## src/rtl/anc_csum_pkg.sv

```systemverilog
// Shared widths and the packet tracker's state encoding.
// Assumes 10-bit words whose low 9 bits carry the checksummed value.
package anc_csum_pkg;
    localparam int ANC_WORD_W = 10;
    localparam int ANC_CNT_W  = 8;

    typedef enum logic [2:0] {
        ST_IDLE,
        ST_SDID,
        ST_DC,
        ST_UDW,
        ST_CSUM
    } trk_state_t;
endpackage

```

## src/rtl/anc_adf_detect.sv

```systemverilog
// Header finder: keeps the last three valid words and flags the current
// valid word when those words were 000h, 3FFh, 3FFh in that order.
// Assumes that invalid cycles carry no stream words and are skipped.
module anc_adf_detect #(
    parameter int WORD_W = anc_csum_pkg::ANC_WORD_W,
    parameter int DEPTH  = 3
) (
    input  logic              clk,
    input  logic              rst_n,
    input  logic              in_valid,
    input  logic [WORD_W-1:0] in_word,
    output logic              adf_hit
);
    localparam logic [WORD_W-1:0] ALL_ZERO = '0;
    localparam logic [WORD_W-1:0] ALL_ONE  = '1;

    logic [WORD_W-1:0] hist [DEPTH];

    // Newest valid word enters stage 0.
    always_ff @(posedge clk) begin
        if (!rst_n)        hist[0] <= ALL_ZERO;
        else if (in_valid) hist[0] <= in_word;
    end

    // Older words shift down the history chain.
    for (genvar g = 1; g < DEPTH; g++) begin : g_hist
        always_ff @(posedge clk) begin
            if (!rst_n)        hist[g] <= ALL_ZERO;
            else if (in_valid) hist[g] <= hist[g-1];
        end
    end

    // Header match: oldest word zero, the two newer ones all ones.
    always_comb begin
        adf_hit = in_valid && (hist[DEPTH-1] == ALL_ZERO)
                  && (hist[1] == ALL_ONE) && (hist[0] == ALL_ONE);
    end
endmodule

```

## src/rtl/anc_csum_track.sv

```systemverilog
// Packet walker: follows identifier, secondary identifier, data count and
// user words, adds the low 9 bits of each word into a running sum, and
// marks the checksum word with the compare result.
// Assumes that user words never imitate the header sequence.
module anc_csum_track #(
    parameter int WORD_W = anc_csum_pkg::ANC_WORD_W,
    parameter int CNT_W  = anc_csum_pkg::ANC_CNT_W
) (
    input  logic              clk,
    input  logic              rst_n,
    input  logic              in_valid,
    input  logic [WORD_W-1:0] in_word,
    input  logic              adf_hit,
    output logic              at_csum,
    output logic              csum_bad,
    output logic [WORD_W-1:0] csum_calc
);
    import anc_csum_pkg::*;

    localparam int SUM_W = WORD_W - 1;

    trk_state_t       st;
    logic [SUM_W-1:0] sum;
    logic [SUM_W-1:0] sum_next;
    logic [CNT_W-1:0] remain;

    // Running sum including the current word.
    always_comb begin
        sum_next = sum + in_word[SUM_W-1:0];
    end

    // Walk the packet fields and accumulate the sum.
    always_ff @(posedge clk) begin
        if (!rst_n) begin
            st     <= ST_IDLE;
            sum    <= '0;
            remain <= '0;
        end else if (in_valid) begin
            unique case (st)
                ST_IDLE: begin
                    if (adf_hit) begin
                        sum <= in_word[SUM_W-1:0];
                        st  <= ST_SDID;
                    end
                end
                ST_SDID: begin
                    sum <= sum_next;
                    st  <= ST_DC;
                end
                ST_DC: begin
                    sum    <= sum_next;
                    remain <= in_word[CNT_W-1:0];
                    st     <= (in_word[CNT_W-1:0] == '0) ? ST_CSUM : ST_UDW;
                end
                ST_UDW: begin
                    sum    <= sum_next;
                    remain <= remain - 1'b1;
                    if (remain == CNT_W'(1)) st <= ST_CSUM;
                end
                ST_CSUM: begin
                    st <= ST_IDLE;
                end
                default: st <= ST_IDLE;
            endcase
        end
    end

    // Expected checksum word and the compare against the received one.
    always_comb begin
        csum_calc = {~sum[SUM_W-1], sum};
        at_csum   = in_valid && (st == ST_CSUM);
        csum_bad  = at_csum && (in_word != csum_calc);
    end

    // While user words remain, the count is never zero.
    p_udw_count_r10: assert property (@(posedge clk) disable iff (!rst_n)
        (st == ST_UDW) |-> (remain != '0));

    // A header seen in idle always starts a packet.
    p_hdr_starts_r3: assert property (@(posedge clk) disable iff (!rst_n)
        (adf_hit && st == ST_IDLE) |=> (st == ST_SDID));
endmodule

```

## src/rtl/anc_out_stage.sv

```systemverilog
// Output register: delays the stream by one cycle and puts in the computed
// checksum when the compare failed and correction is on. Also produces the
// error pulse and the sticky error bit.
// Assumes that at_csum, csum_bad and csum_calc refer to the current input word.
module anc_out_stage #(
    parameter int WORD_W = anc_csum_pkg::ANC_WORD_W
) (
    input  logic              clk,
    input  logic              rst_n,
    input  logic              in_valid,
    input  logic [WORD_W-1:0] in_word,
    input  logic              at_csum,
    input  logic              csum_bad,
    input  logic [WORD_W-1:0] csum_calc,
    input  logic              fix_en,
    input  logic              err_clr,
    output logic              out_valid,
    output logic [WORD_W-1:0] out_word,
    output logic              err_pulse,
    output logic              err_sticky
);
    logic do_fix;

    // Substitute only on a failed compare with correction on.
    always_comb begin
        do_fix = csum_bad && fix_en;
    end

    // Register the word, or the replacement, together with its qualifier.
    always_ff @(posedge clk) begin
        if (!rst_n) begin
            out_valid <= 1'b0;
            out_word  <= '0;
        end else begin
            out_valid <= in_valid;
            out_word  <= do_fix ? csum_calc : in_word;
        end
    end

    // Error pulse and sticky copy; a new error wins over a clear.
    always_ff @(posedge clk) begin
        if (!rst_n) begin
            err_pulse  <= 1'b0;
            err_sticky <= 1'b0;
        end else begin
            err_pulse <= csum_bad;
            if (csum_bad)     err_sticky <= 1'b1;
            else if (err_clr) err_sticky <= 1'b0;
        end
    end

    // With correction off, words come out unchanged.
    p_no_fix_pass_r5: assert property (@(posedge clk) disable iff (!rst_n)
        !fix_en |=> (out_word == $past(in_word)));

    // A matching checksum is untouched and silent.
    p_match_clean_r7: assert property (@(posedge clk) disable iff (!rst_n)
        (at_csum && !csum_bad) |=> (out_word == $past(in_word)) && !err_pulse);

    // A replaced checksum has bit 9 as the inverse of bit 8.
    p_fix_format_r6: assert property (@(posedge clk) disable iff (!rst_n)
        (csum_bad && fix_en) |=> (out_word[WORD_W-1] != out_word[WORD_W-2]) && err_pulse);

    // The pulse lines up with a valid output word.
    p_pulse_valid_r8: assert property (@(posedge clk) disable iff (!rst_n)
        err_pulse |-> out_valid);

    // The sticky bit holds without a clear.
    p_sticky_hold_r9: assert property (@(posedge clk) disable iff (!rst_n)
        (err_sticky && !err_clr) |=> err_sticky);
endmodule

```

## src/rtl/anc_csum_fix.sv

```systemverilog
// Top level: header finder, packet walker and output stage in series.
// One clock of latency from in_word to out_word; no back-pressure.
module anc_csum_fix #(
    parameter int WORD_W = anc_csum_pkg::ANC_WORD_W,
    parameter int CNT_W  = anc_csum_pkg::ANC_CNT_W
) (
    input  logic              clk,
    input  logic              rst_n,
    input  logic              in_valid,
    input  logic [WORD_W-1:0] in_word,
    input  logic              fix_en,
    input  logic              err_clr,
    output logic              out_valid,
    output logic [WORD_W-1:0] out_word,
    output logic              csum_err,
    output logic              csum_err_seen
);
    logic              adf_hit;
    logic              at_csum;
    logic              csum_bad;
    logic [WORD_W-1:0] csum_calc;

    anc_adf_detect #(.WORD_W(WORD_W)) u_hdr (
        .clk(clk), .rst_n(rst_n), .in_valid(in_valid), .in_word(in_word),
        .adf_hit(adf_hit)
    );

    anc_csum_track #(.WORD_W(WORD_W), .CNT_W(CNT_W)) u_trk (
        .clk(clk), .rst_n(rst_n), .in_valid(in_valid), .in_word(in_word),
        .adf_hit(adf_hit), .at_csum(at_csum), .csum_bad(csum_bad),
        .csum_calc(csum_calc)
    );

    anc_out_stage #(.WORD_W(WORD_W)) u_out (
        .clk(clk), .rst_n(rst_n), .in_valid(in_valid), .in_word(in_word),
        .at_csum(at_csum), .csum_bad(csum_bad), .csum_calc(csum_calc),
        .fix_en(fix_en), .err_clr(err_clr), .out_valid(out_valid),
        .out_word(out_word), .err_pulse(csum_err), .err_sticky(csum_err_seen)
    );
endmodule

```

## config.mk

```make
export PLATFORM = sky130hd
export DESIGN_NAME = anc_csum_fix
export DESIGN_NICKNAME = d
export VERILOG_FILES = /design/src/rtl/anc_csum_pkg.sv /design/src/rtl/anc_adf_detect.sv /design/src/rtl/anc_csum_track.sv /design/src/rtl/anc_out_stage.sv /design/src/rtl/anc_csum_fix.sv
export SDC_FILE = /design/constraint.sdc
export NUM_CORES = 1
export LEC_CHECK = 0
export ABC_AREA = 1
export BUFFER_PORTS_ARGS = -buffer_cell sky130_fd_sc_hd__buf_2
export CORE_MARGIN = 10
export CORE_UTILIZATION = 54
export DETAILED_ROUTE_END_ITERATION = 10
export GPL_ROUTABILITY_DRIVEN = 0
export HOLD_SLACK_MARGIN = 0.06
export PLACE_DENSITY_LB_ADDON = 0.25
export SYNTH_ARGS = -nofsm -noshare
export SYNTH_HDL_FRONTEND = slang
export SYNTH_SLANG_ARGS = --single-unit
```

## constraint.sdc

```tcl
create_clock -name clk -period 1.8 [get_ports clk]
set_clock_uncertainty 0.1 [all_clocks]
set_input_delay 0.09 -clock clk [delete_from_list [all_inputs] [get_ports clk]]
set_output_delay 0.09 -clock clk [all_outputs]
set_load 0.005 [all_outputs]
```

# Yosys cells after proc, flatten, opt, wreduce, memory -nomap -nowiden
# Memory sizes are Yosys's and may differ from the RTL's.
# Cells that the tools add are included.
# Widths: inputs -> output; s select.
# op_classes
add_sub_neg	2
n_eq_ne	10
n_mux	17
n_bitwise	4
reduce_logical	16
# op_table
cell	count
$mux 10	4
$eq 10x10->1 const B	2
$pmux 9 s2	1
$pmux 8 s2	1
$pmux 3 s4	1
$logic_not 10->1	1
$ne 10x10->1	1
$add 9x9->9	1
$mux 3	3
$mux 9	1
$eq 8x1->1 const B	1
$logic_not 8->1	1
$sub 8x1->8 const B	1
$eq 3x2->1 const B	2
$logic_and 1x1->1	6
$mux 1	6
$reduce_and 3->1	2
$reduce_bool 2->1	3
$eq 3x1->1 const B	1
$eq 3x3->1 const B	1
$logic_not 3->1	1
$or 1x1->1	3
$reduce_or 3->1	1
$ne 2x1->1 const B	1
3 further kinds	3
# totals
reg_bits	33
ram_bits	30
in_bits	15
out_inout_bits	13
word_cells	57
memories	1
# memory_table
name	words	word_bits	rd	rd_ports_with_merged_regs	wr	line_no	source
u_hdr.hist	3	10	3	0	3	anc_adf_detect.sv:17	logic [WORD_W-1:0] hist [DEPTH];

# Longest topological paths before layout
# Gate-level depths: netlist of run 1.
# logic_depth
depth_word	6
ltp_mapped	12
depth_no_buf	11

# Cells and area by module
# A second synthesis of run 1 with hierarchy kept.
# unflattened
cells_unflattened	461
area_unflattened_um2	3344.5
# by_module_without_submodules
module	instances	cells_each	area_per_inst_um2	seq_area_each_um2
anc_csum_track	1	256	1549.0	400.4
anc_adf_detect	1	132	1293.7	900.9
anc_out_stage	1	73	501.7	260.2

# Worst setup path before layout of run 1
# No wires, ideal clock.
# synth_timing
path_kind	register to register
from	reg u_trk.sum[0]
to	reg u_trk.sum[2]
setup_ps	116
arrival_time_ps	1500
required_ps	1584
path_slack_ps	85
stages_incl_launch_ff	8
n_path_buf	0
synth_period_minus_slack_ps	1715
cell_sequence	dfxtp_1 > ha_1 > fa_1 > or2_2 > nand3_1 > o21ai_0 > o21ai_0 > nor2_1
# synth_between
elab_chain_cells	2
# synth_rtl
item	line_no	source
start: declaration	anc_csum_track.sv:23	logic [SUM_W-1:0] sum;
start signal: assignment	anc_csum_track.sv:42	sum <= in_word[SUM_W-1:0];
start signal: assignment	anc_csum_track.sv:47	sum <= sum_next;
start signal: assignment	anc_csum_track.sv:51	sum <= sum_next;
$add 9x9->9	anc_csum_track.sv:29	sum_next = sum + in_word[SUM_W-1:0];
$pmux 9 s2	anc_csum_track.sv:39	unique case (st)
# No other way between the ends.
# A chain may end at the register's enable or synchronous reset.

# Worst setup path after layout of run 1
# layout_timing
from	in in_word[6]
to	reg u_out.out_word[3]
# layout_between
elab_chain_cells	4
# layout_rtl
item	line_no	source
start: declaration	anc_csum_fix.sv:10	input logic [WORD_W-1:0] in_word,
$ne 10x10->1	anc_csum_track.sv:72	csum_bad = at_csum && (in_word != csum_calc);
$logic_and 1x1->1	anc_csum_track.sv:72	
$logic_and 1x1->1	anc_out_stage.sv:26	do_fix = csum_bad && fix_en;
$mux 10	anc_out_stage.sv:36	out_word <= do_fix ? csum_calc : in_word;
end signal: assignment	anc_out_stage.sv:36	
end: declaration	anc_out_stage.sv:18	output logic [WORD_W-1:0] out_word,
# No other way between the ends.

==> results of run 1 <==
## repair_timing
action,CTS,global route
cloned,0,2
resized for setup,2,21
hold endpoints to repair,12,0
buffers inserted,0,1
hold buffers,10,0
pin swaps,0,4
endpoints found under the setup margin,10,19
## per-stage QoR
stage | setup WS, ns | TNS [ns]
global route | -0.0502 | -0.216
finish | 0.0633 | 0
CTS | 0.0105 | 0
detailed placement | -0.0932 | -0.788
floorplan | 0.0846 | 0
global placement | -0.136 | -1.17
## worst max path at each step
stage | from | to | depth (start not counted) | slack [ns]
2_1_floorplan | u_trk.sum[0]$_SDFFE_PN0P_ | u_trk.sum[2]$_SDFFE_PN0P_ | 7 | 0.08
3_3_place_gp | u_trk.sum[5]$_SDFFE_PN0P_ | u_out.out_word[9]$_SDFF_PN0_ | 6 | -0.14
3_5_place_dp | u_trk.sum[5]$_SDFFE_PN0P_ | u_out.out_word[7]$_SDFF_PN0_ | 7 | -0.09
4_1_cts | in_word[6] | u_out.out_word[7]$_SDFF_PN0_ | 11 | 0.01
5_1_grt | u_trk.sum[5]$_SDFFE_PN0P_ | u_trk.sum[8]$_SDFFE_PN0P_ | 11 | -0.05
6_report | in_word[6] | u_out.out_word[3]$_SDFF_PN0_ | 11 | 0.06
## state kept, by name (all words and copies together) (netlist names)
| register | cells |
|---|---|
| u_hdr.hist | 30 |
| u_out.out_word | 10 |
| u_trk.sum | 9 |
| u_trk.remain | 8 |
| u_trk.st | 3 |
| u_out.err_pulse | 1 |
| u_out.err_sticky | 1 |
| u_out.out_valid | 1 |
## worst max-delay path, stage by stage
cell and delay (ns):
dlygate4sd3_1 0.53, buf_2 0.15, ha_4 0.25, nor2_1 0.09, nand2_1 0.08, a21oi_2 0.17
nand3_4 0.15, nand3_2 0.17, nand2_1 0.07, nand2_1 0.06, nor2_1 0.05
## routing by layer
metal,up-vias,track usage (%)
met5,-,0
met4,0,4.47
met3,18,4.79
met2,111,29.5
met1,1373,19.3
li1,1511,-
## power breakdown
group	leakage, nW	switching (mW)	internal, mW	total, mW
Clock	0.105	0.580	0.713	1.29
Sequential	0.603	0.151	1.68	1.83
Combinational	1.20	0.869	0.574	1.44
Total	1.91	1.60	2.96	4.56
## kinds of logic after synthesis
kind of cell / after synthesis
adder cells (fa/ha/maj): 11
XOR/XNOR: 3
flip-flops: 63
AO/OA/AOI/OAI: 54
buffers and inverters: 82
AND/OR/NAND/NOR: 232
## placed cells by master (no fill, tap or decap), types with 2 or more instances in the layout
master           n
nand2_1        110
nor2_1          85
inv_1           68
edfxtp_1        30
dfxtp_1         28
buf_2           27
a21oi_1         25
o21ai_0         21
nand3_1         19
buf_4           16
clkbuf_8        11
dlygate4sd3_1   10
ha_4             6
dfxtp_2          5
a21oi_2          4
inv_2            4
nand2_2          4
ha_1             4
nand3_4          3
nand4_1          3
nor3_1           3
xor2_1           2
clkinv_2         2
## final cells by class
class	instances	area share, %
Timing Repair Buffer	53	8.76
Sequential cell	63	38.7
Clock inverter	5	1.39
Clock buffer	11	3.73
Tap cell	75	2.31
Multi-Input combinational cell	302	38.5
Inverter	72	6.66
==> run_results.csv, run 1 <==
group,metric,value,unit
logic_synthesis,synth_area_leaders,"edfxtp_1 27%, dfxtp_1 20%, nand2_1 13%",
grt,gr-usage-all-layers,16.8,%
clock_tree,numCtsBuffers,9,
logic_synthesis,yosys.area_share.adder,4.41,%
clock_tree,cts_tree,"done",
power,total_leakage_power,1.91,nW
die,dieArea,9610,µm²
die,io_pins,28,
run_status,status,"finished clean",
route,wl_met2,4250,µm
clock_tree,cts_htree_levels,3,
min_path,hold_end,"u_trk.st[0]$_SDFFE_PN0P_",
logic_synthesis,netlist_top_cells_count,"113 x nand2_1, 85 x nor2_1, 68 x inv_1",
die,dieWidth,98.0,µm
finish,multi_input_area,1560,µm²
min_path,hold_depth,3,
logic_synthesis,synth_top_area_share,27.4,%
route,vias,3013,
sta,relSlewSlack,69.8,%
setup_path,worstPathArrival,1.87,ns
logic_synthesis,yosysMostFrequentCell,"nand2_1",
logic_synthesis,synth-seq-cells,63,
clock_tree,clockBufferDepth,2,
finish,final_cells,581,
route,drt-met1-wl,3270,µm
grt,grt_pass1_vias,2867,
logic_synthesis,syn_avg_cell_area,7.39,µm²
grt,grt_max_degree,31,
logic_synthesis,ys_seq_area_share,47.5,%
logic_synthesis,synthArstFlopShare,0,%
logic_synthesis,yosys_warnings,0,
route,drt-pass1-iter-count,6,
clock_tree,clk_latency,0.34,ns
clock_tree,root_buffer,"clkbuf_8",
min_path,min_from,"rst_n",
route,highest_layer,"met4",
sta,min_period,1.74,ns
route,drc,0,
logic_synthesis,synth_mux_area_share,0,%
logic_synthesis,synthesis.nets,471,
placement,dp.cells,552,
grt,grt_pass1_wl,13300,µm
placement,place_area,3580,µm²
setup_path,start_kind,"input pin",
clock_tree,cts_sinks,63,
logic_synthesis,synthCells,445,
power,vdd.ir_drop.worst,615,µV
route,drt-total-wl,8210,µm
power,p_total,4.56,mW
finish,final_area,4060,µm²
setup_path,r2r_cells,7,
min_path,hold_class,"input pin to flip-flop",
finish,fillerInstances,502,
logic_synthesis,syn_area,3290,µm²
sta,hold-worst-slack,0.0928,ns
route,antenna_left,0,
setup_path,worst-path-max-fanout,5,
route,via_per_inst,5.19,
sta,rsz0062_at_grt,"true",
job,max_cap_viol_count,0,
logic_synthesis,yosysUniqueCellTypes,31,
die,start_util,55.5,%
logic_synthesis,synth_top_area_cell,"edfxtp_1",
power,power-per-cell-area,1130,nW/µm²
grt,antenna_found_initial,0,
setup_path,reg2reg_from,"u_trk.sum[0]$_SDFFE_PN0P_",
die,die_h,98.0,µm
setup_path,crit_type,"input pin to flip-flop",
logic_synthesis,synth-edff-count,30,
finish,final-seq-area,1570,µm²
grt,gr-total-overflow,0,
die,coreArea,5920,µm²
clock_tree,path_clk_slew,0.08,ns
finish,finish.utilization,68.5,%
placement,io_buffers,27,
logic_synthesis,synth_top_family_by_area,"simple AND/OR/NAND/NOR gates",
finish,drive_gt1_share,18.2,%
sta,worst_pin_slew,0.453,ns
sta,hold_viol_final,0,
sta,fmax,576,MHz
sta,finalSetupViolCount,0,
route,first_iter_violations,270,
placement,hpwl,5700,µm
finish,syn2layout_area_growth,23.3,%
route,wl_per_cell,14.1,µm
setup_path,r2r_slack,0.08,ns
setup_path,worst_ep_required_time,1.93,ns
logic_synthesis,synth_ff_type,"dfxtp_1",
sta,period_share,96.5,%
logic_synthesis,synth_xor_area_share,0.799,%
setup_path,r2r-end,"u_trk.sum[2]$_SDFFE_PN0P_",
finish,final_nets,527,
logic_synthesis,synthSimpleGateAreaFrac,29.0,%
finish,antenna_cells,0,
sta,drv_slew,0,
route,dr_wl_met3,544,µm
setup_path,cp-end-kind,"flip-flop",
logic_synthesis,synth-compound-area-share,8.64,%
die,core.rowCount,28,
No activity file was read; power rests on OpenSTA's default activity.
==> inputs of run 2 (changes only) <==
--- a/config.mk
+++ b/config.mk
@@ -7,7 +7,7 @@
 export LEC_CHECK = 0
 export ABC_AREA = 1
 export BUFFER_PORTS_ARGS = -buffer_cell sky130_fd_sc_hd__buf_2
-export CORE_MARGIN = 10
+export CORE_MARGIN = 4
 export CORE_UTILIZATION = 54
 export DETAILED_ROUTE_END_ITERATION = 10
 export GPL_ROUTABILITY_DRIVEN = 0
==> run 2 against run 1 <==
  * The run now ends with negative setup slack left
  * Critical path depth is the same
  * Sequential share of layout area shrank 0.062 points
  * Highest routed layer unchanged
  * Routed wire length shrank 4.4%
  * Largest cell class is now multi-input combinational cells
==> run_results.csv, run 2 (synthesis results as in run 1) <==
group,metric,value,unit
setup_path,cp-end-kind,"flip-flop",
clock_tree,cts_sinks,63,
finish,fillerInstances,478,
route,wl_met2,4000,µm
die,core.rowCount,28,
min_path,hold_class,"input pin to flip-flop",
route,drt-pass1-iter-count,5,
finish,final_nets,526,
power,netSwitchingFraction,34.7,%
die,coreArea,5920,µm²
route,highest_layer,"met4",
clock_tree,clk_latency,0.33,ns
placement,dp.cells,554,
run_status,status,"finished with violations",
grt,gr-usage-all-layers,23.0,%
clock_tree,numCtsBuffers,9,
sta,drv_slew,0,
finish,antenna_cells,0,
finish,largest_reg_flops,30,
power,vdd.ir_drop.worst,600,µV
power,p_int,3.02,mW
clock_tree,cts_htree_levels,3,
setup_path,worst_ep_required_time,1.96,ns
power,p_switching,1.61,mW
clock_tree,clockBufferDepth,2,
finish,largest-register,"u_hdr.hist",
die,dieWidth,86.0,µm
grt,grt_pass1_vias,2862,
sta,finalSetupViolCount,1,
route,via_per_inst,5.12,
placement,place_ws,-0.0400,ns
power,power_frac_seq,39.4,%
route,dr_wl_met3,509,µm
grt,gr-total-overflow,0,
finish,final_cell_mix,"106 x nand2_1, 85 x nor2_1, 68 x inv_1",
power,power-per-cell-area,1140,nW/µm²
route,drt-met1-wl,3110,µm
sta,period_share,100,%
clock_tree,cts_tree,"done",
sta,relSlewSlack,66.9,%
job,max_cap_viol_count,0,
sta,fmax,555,MHz
finish,reg_top3,"u_hdr.hist x30, u_out.out_word x10, u_trk.sum x9",
grt,antenna_found_initial,0,
setup_path,worstPathArrival,1.96,ns
placement,hpwl,5390,µm
placement,io_buffers,27,
sta,hold_viol_final,0,
grt,grt_pass1_wl,13100,µm
setup_path,crit_type,"flip-flop to flip-flop",
die,io_pins,28,
die,die_h,86.0,µm
sta,worst_pin_slew,0.496,ns
clock_tree,path_clk_slew,0.07,ns
route,first_iter_violations,189,
run_status,violations,"negative setup slack",
die,dieArea,7400,µm²
finish,final_cells,580,
power,total_leakage_power,1.90,nW
sta,rsz0062_at_grt,"true",
power,share_comb_of_total_power,31.9,%
finish,final_common_cell,"nand2_1",
finish,drive_gt1_share,19.6,%
setup_path,start_kind,"flip-flop",
power,pwr-share-clk,28.7,%
route,drt-total-wl,7850,µm
route,wl_per_cell,13.5,µm
sta,min_period,1.80,ns
route,drc,0,
clock_tree,root_buffer,"clkbuf_8",
grt,grt_max_degree,31,
route,vias,2969,
finish,syn2layout_area_growth,23.3,%
sta,setup_slack,-0.000927,ns
route,antenna_left,0,
setup_path,worst-path-max-fanout,5,
die,start_util,55.5,%
[run 2: cell count changes in the layout (fill, tap and decap cells not counted), sizes merged]
cell         before  now
buf              43   44
clkbuf           11   10
bufinv            1    2
clkinv            3    2
clkinvlp          1    2
dlygate4sd3      10    8
[run 2: metrics by stage]
stage / area (µm²) / hold WS [ns] / total power [mW] / setup TNS, ns / util (%)
2_1_floorplan: 3290 / 0.104 / 2.73 / 0 / -
3_3_place_gp: 3600 / 0.189 / 3.10 / -0.000792 / 60.8
3_5_place_dp: 3600 / 0.191 / 3.14 / -0.250 / 60.8
4_1_cts: 3910 / 0.0807 / 4.50 / 0 / 66.1
5_1_grt: 4060 / 0.102 / 4.94 / -0.180 / 68.5
6_report: 4060 / 0.0997 / 4.63 / -0.000927 / 68.5
[run 2: layer usage]
metal / vias up / GRT usage (%)
li1: 1512 / -
met1: 1341 / 27.9
met2: 96 / 38.1
met3: 20 / 4.80
met4: 0 / 12.7
met5: - / 0
[run 2: worst paths after layout]
path / startpoint / to / slack, ns / cells after the start
worst max-delay path: u_trk.sum[2]$_SDFFE_PN0P_ / u_trk.sum[5]$_SDFFE_PN0P_ / -0.0009 / 11
worst min register to register: u_trk.remain[4]$_SDFFE_PN0P_ / u_trk.remain[4]$_SDFFE_PN0P_ / 0.37 / 2
worst min-delay path: in_valid / u_out.out_valid$_SDFF_PN0_ / 0.1 / 4
worst max register to register: u_trk.sum[2]$_SDFFE_PN0P_ / u_trk.sum[5]$_SDFFE_PN0P_ / -0.0009 / 11
[run 2: area by class of cell]
type | count | area (µm²) | area share, %
Tap cell | 75 | 93.8 | 2.31
Inverter | 72 | 270 | 6.66
Timing Repair Buffer | 52 | 343 | 8.45
Clock buffer | 10 | 128 | 3.15
Clock inverter | 6 | 85.1 | 2.10
Multi-Input combinational cell | 302 | 1570 | 38.7
Sequential cell | 63 | 1570 | 38.6
[run 2: worst max-delay path: stages (launching register included)]
cell	delay, ns
dfxtp_1	0.33
ha_1	0.31
buf_4	0.17
a21oi_2	0.14
nand2_2	0.10
nand2_1	0.10
nand2_1	0.09
nand2_1	0.07
nand3_1	0.08
nand2_1	0.07
nand2_1	0.05
a21oi_1	0.12
[run 2: power groups by stage]
stage	Clock, mW	Sequential [mW]	Combinational, mW
final	1.33	1.82	1.48
after global routing	1.43	1.85	1.67
after CTS	1.35	1.80	1.34
after detailed placement	0	1.83	1.30
after global placement	0	1.83	1.27
after floorplan	0	1.81	0.928
[run 2: what timing repair did]
action	CTS	global route
gates resized for setup	3	29
buffers inserted	0	0
pin swaps	2	9
setup endpoints to repair	12	22
hold endpoints to repair	10	0
cloned	1	1
hold buffers	8	0
==> inputs of run 3 (changes only) <==
--- a/config.mk
+++ b/config.mk
@@ -5,10 +5,9 @@
 export SDC_FILE = /design/constraint.sdc
 export NUM_CORES = 1
 export LEC_CHECK = 0
-export ABC_AREA = 1
 export BUFFER_PORTS_ARGS = -buffer_cell sky130_fd_sc_hd__buf_2
 export CORE_MARGIN = 4
-export CORE_UTILIZATION = 54
+export CORE_UTILIZATION = 53
 export DETAILED_ROUTE_END_ITERATION = 10
 export GPL_ROUTABILITY_DRIVEN = 0
 export HOLD_SLACK_MARGIN = 0.06
==> run 3 against run 2 <==
  * The flow still finishes with violations (negative setup slack)
  * Sequential power shrank 13%
  * Clock-buffer cell count grew 2
  * Fmax fell by 24%
  * First-iteration DRC count is 4.8% higher
  * Power decreased by 38%
  * Synthesized area fell by 5.7%
  * Critical path depth is 4 lower
  * Setup slack worse by 0.56 ns
  * Via count fell by 5.6%
  * Combinational power down 83%
  * Design area up 1.0%
==> run_results.csv, run 3 <==
group,metric,value,unit
setup_path,crit_family,"simple AND/OR/NAND/NOR gates",
clock_tree,numCtsBuffers,9,
setup_path,worstPathCellList,"nand4_1 > or4_1 > o41a_1 > nor3b_4 > buf_6 > nor2_1 > a311oi_1",
power,p_int,2.16,mW
sta,setup_slack,-0.561,ns
sta,rsz0062_at_grt,"true",
logic_synthesis,syn_avg_cell_area,10.0,µm²
logic_synthesis,synth_area_leaders,"edfxtp_1 29%, dfxtp_1 21%, and3_1 6.1%",
finish,final_nets,422,
finish,final_area,4100,µm²
logic_synthesis,yosys.area_share.adder,4.68,%
logic_synthesis,synth-edff-count,30,
finish,syn2layout_area_growth,32.2,%
setup_path,crit_buf_inv,1,
route,vias,2802,
grt,grt_pass1_vias,2756,
setup_path,worstPathArrival,2.50,ns
power,total_leakage_power,1.84,nW
grt,gr-total-overflow,0,
min_path,hold_class,"input pin to flip-flop",
finish,final_common_cell,"buf_4",
route,drc,0,
route,antenna_left,0,
finish,largest-register,"u_hdr.hist",
finish,reg_top3,"u_hdr.hist x30, u_out.out_word x10, u_trk.sum x9",
route,first_iter_violations,198,
setup_path,r2r_cells,7,
finish,final_cell_mix,"53 x buf_4, 30 x and3_1, 30 x edfxtp_1, 30 x dfxtp_1, 29 x nand2_1",
clock_tree,cts_htree_levels,3,
setup_path,crit_cells,7,
setup_path,cpMaxStageDelayCell,"or4_1",
sta,hold_viol_final,0,
placement,place_ws,-0.526,ns
logic_synthesis,synthesis.nets,335,
sta,min_period,2.36,ns
setup_path,cp-startpoint,"u_hdr.hist[0][9]$_SDFFCE_PN0P_",
placement,hpwl,5410,µm
placement,place_area,3670,µm²
logic_synthesis,synth-compound-area-share,12.7,%
sta,fmax,424,MHz
die,coreArea,5570,µm²
clock_tree,clk_latency,0.34,ns
route,wl_per_cell,17.4,µm
route,drt-total-wl,8230,µm
placement,io_buffers,27,
logic_synthesis,yosysMostFrequentCell,"dfxtp_1",
setup_path,r2r_slack,-0.56,ns
logic_synthesis,synthCells,309,
run_status,violations,"negative setup slack",
grt,gr-usage-all-layers,23.5,%
logic_synthesis,synth_top_area_cell,"edfxtp_1",
die,start_util,55.6,%
setup_path,reg2reg_from,"u_hdr.hist[0][9]$_SDFFCE_PN0P_",
logic_synthesis,synth-seq-cells,63,
die,core.rowCount,27,
setup_path,endpoint,"u_trk.sum[4]$_SDFFE_PN0P_",
logic_synthesis,synth_ff_type,"dfxtp_1",
logic_synthesis,ys_seq_area_share,50.4,%
finish,antenna_cells,0,
setup_path,crit_type,"flip-flop to flip-flop",
grt,grt_max_degree,32,
power,power_frac_seq,55.8,%
grt,antenna_found_initial,0,
logic_synthesis,synth_top_family_by_area,"simple AND/OR/NAND/NOR gates",
finish,largest_reg_flops,30,
clock_tree,clockBufferDepth,2,
run_status,status,"finished with violations",
power,p_total,2.85,mW
die,dieArea,7140,µm²
power,pwr-share-clk,35.1,%
finish,finish.utilization,73.5,%
setup_path,worst-path-max-fanout,6,
sta,drv_slew,0,
logic_synthesis,yosysUniqueCellTypes,53,
setup_path,critPathMaxStageDelay,0.53,ns
logic_synthesis,syn_area,3100,µm²
logic_synthesis,synth_mux_area_share,3.55,%
logic_synthesis,synth_xor_area_share,2.26,%
clock_tree,cts_tree,"done",
clock_tree,path_clk_slew,0.07,ns
setup_path,start_kind,"flip-flop",
power,netSwitchingFraction,24.0,%
logic_synthesis,synthSimpleGateAreaFrac,22.4,%
sta,finalSetupViolCount,19,
power,vdd.ir_drop.worst,467,µV
finish,final_cells,472,
route,drt-pass1-iter-count,4,
die,dieWidth,84.5,µm
power,power-per-cell-area,695,nW/µm²
logic_synthesis,synth_top_area_share,29.1,%
sta,worst_pin_slew,0.405,ns
job,max_cap_viol_count,0,
clock_tree,root_buffer,"clkbuf_8",
sta,period_share,131,%
logic_synthesis,yosys_warnings,0,
finish,drive_gt1_share,31.5,%
die,die_h,84.5,µm
route,via_per_inst,5.94,
die,io_pins,28,
power,p_switching,684,µW
logic_synthesis,netlist_top_cells_count,"33 x dfxtp_1, 30 x and3_1, 30 x edfxtp_1",
clock_tree,cts_sinks,63,
power,share_comb_of_total_power,9.0,%
setup_path,cp-end-kind,"flip-flop",
logic_synthesis,synthArstFlopShare,0,%
sta,relSlewSlack,72.8,%
setup_path,worst_ep_required_time,1.93,ns
grt,grt_pass1_wl,13200,µm
placement,dp.cells,446,
setup_path,r2r-end,"u_trk.sum[4]$_SDFFE_PN0P_",
==> run 3: worst reg2reg max path, stage by stage (launching register included) <==
cell and delay, ns:
edfxtp_1 0.37, nand4_1 0.11, or4_1 0.53, o41a_1 0.38, nor3b_4 0.28, buf_6 0.18
nor2_1 0.05, a311oi_1 0.28
==> run 3: per-stage QoR <==
step | hold WS, ns | setup TNS, ns
floorplan | 0.137 | -2.73
global placement | 0.262 | -5.50
detailed placement | 0.277 | -6.46
CTS | 0.0636 | -4.81
global route | 0.0960 | -6.91
finish | 0.0854 | -5.38
==> run 3: timing repair <==
action | 4_1_cts | 5_1_grt
hold buffers | 4 | 0
resized for setup | 20 | 15
buffers inserted | 2 | 4
gates cloned | 0 | 1
pin swaps | 5 | 4
hold endpoints to repair | 5 | 0
setup endpoints to repair | 21 | 24
==> run 3: routing by layer <==
layer	part of all wire, %	global-route usage [%]
met5	0	0
met4	2.9	10.5
met3	5.6	6.08
met2	51	40.1
met1	41	27.7
==> run 3: how the worst min path moves through the flow <==
| stage | startpoint | end | slack (ns) | depth (start not counted) |
|---|---|---|---|---|
| 2_1_floorplan | in_word[0] | u_out.out_word[0]$_SDFF_PN0_ | 0.14 | 2 |
| 3_3_place_gp | err_clr | u_out.err_sticky$_SDFFE_PN0P_ | 0.26 | 3 |
| 3_5_place_dp | err_clr | u_out.err_sticky$_SDFFE_PN0P_ | 0.28 | 3 |
| 4_1_cts | in_word[0] | u_out.out_word[0]$_SDFF_PN0_ | 0.06 | 4 |
| 5_1_grt | in_word[6] | u_out.out_word[6]$_SDFF_PN0_ | 0.1 | 4 |
| 6_report | in_word[0] | u_out.out_word[0]$_SDFF_PN0_ | 0.09 | 4 |
==> run 3: logic make-up (layout without fill, tap and decap cells) <==
group / after synthesis / after routing
xor gates and xnor gates: 8 / 8
muxes: 11 / 11
DFF: 63 / 63
and+or+nand+nor: 133 / 133
AOI/OAI and AO/OA: 58 / 58
buffers and inverters: 25 / 116
adders and majority gates: 11 / 11
==> run 3: final cells by class <==
cell class,instances,area (µm²)
flip-flops and latches,63,1570
fillers,404,1480
clock inverters,3,13.8
well taps,72,90.1
repair buffers,94,703
multi-input cells,221,1560
inverters,7,26.3
clock buffers,12,135
==> run 3: power by group through the flow <==
stage | clock (mW) | combinational [mW] | sequential [mW]
after CTS | 1.01 | 0.249 | 1.59
final | 1.00 | 0.257 | 1.59
after floorplan | 0 | 0.108 | 1.61
after global placement | 0 | 0.216 | 1.62
after global routing | 1.09 | 0.278 | 1.60
after detailed placement | 0 | 0.221 | 1.62
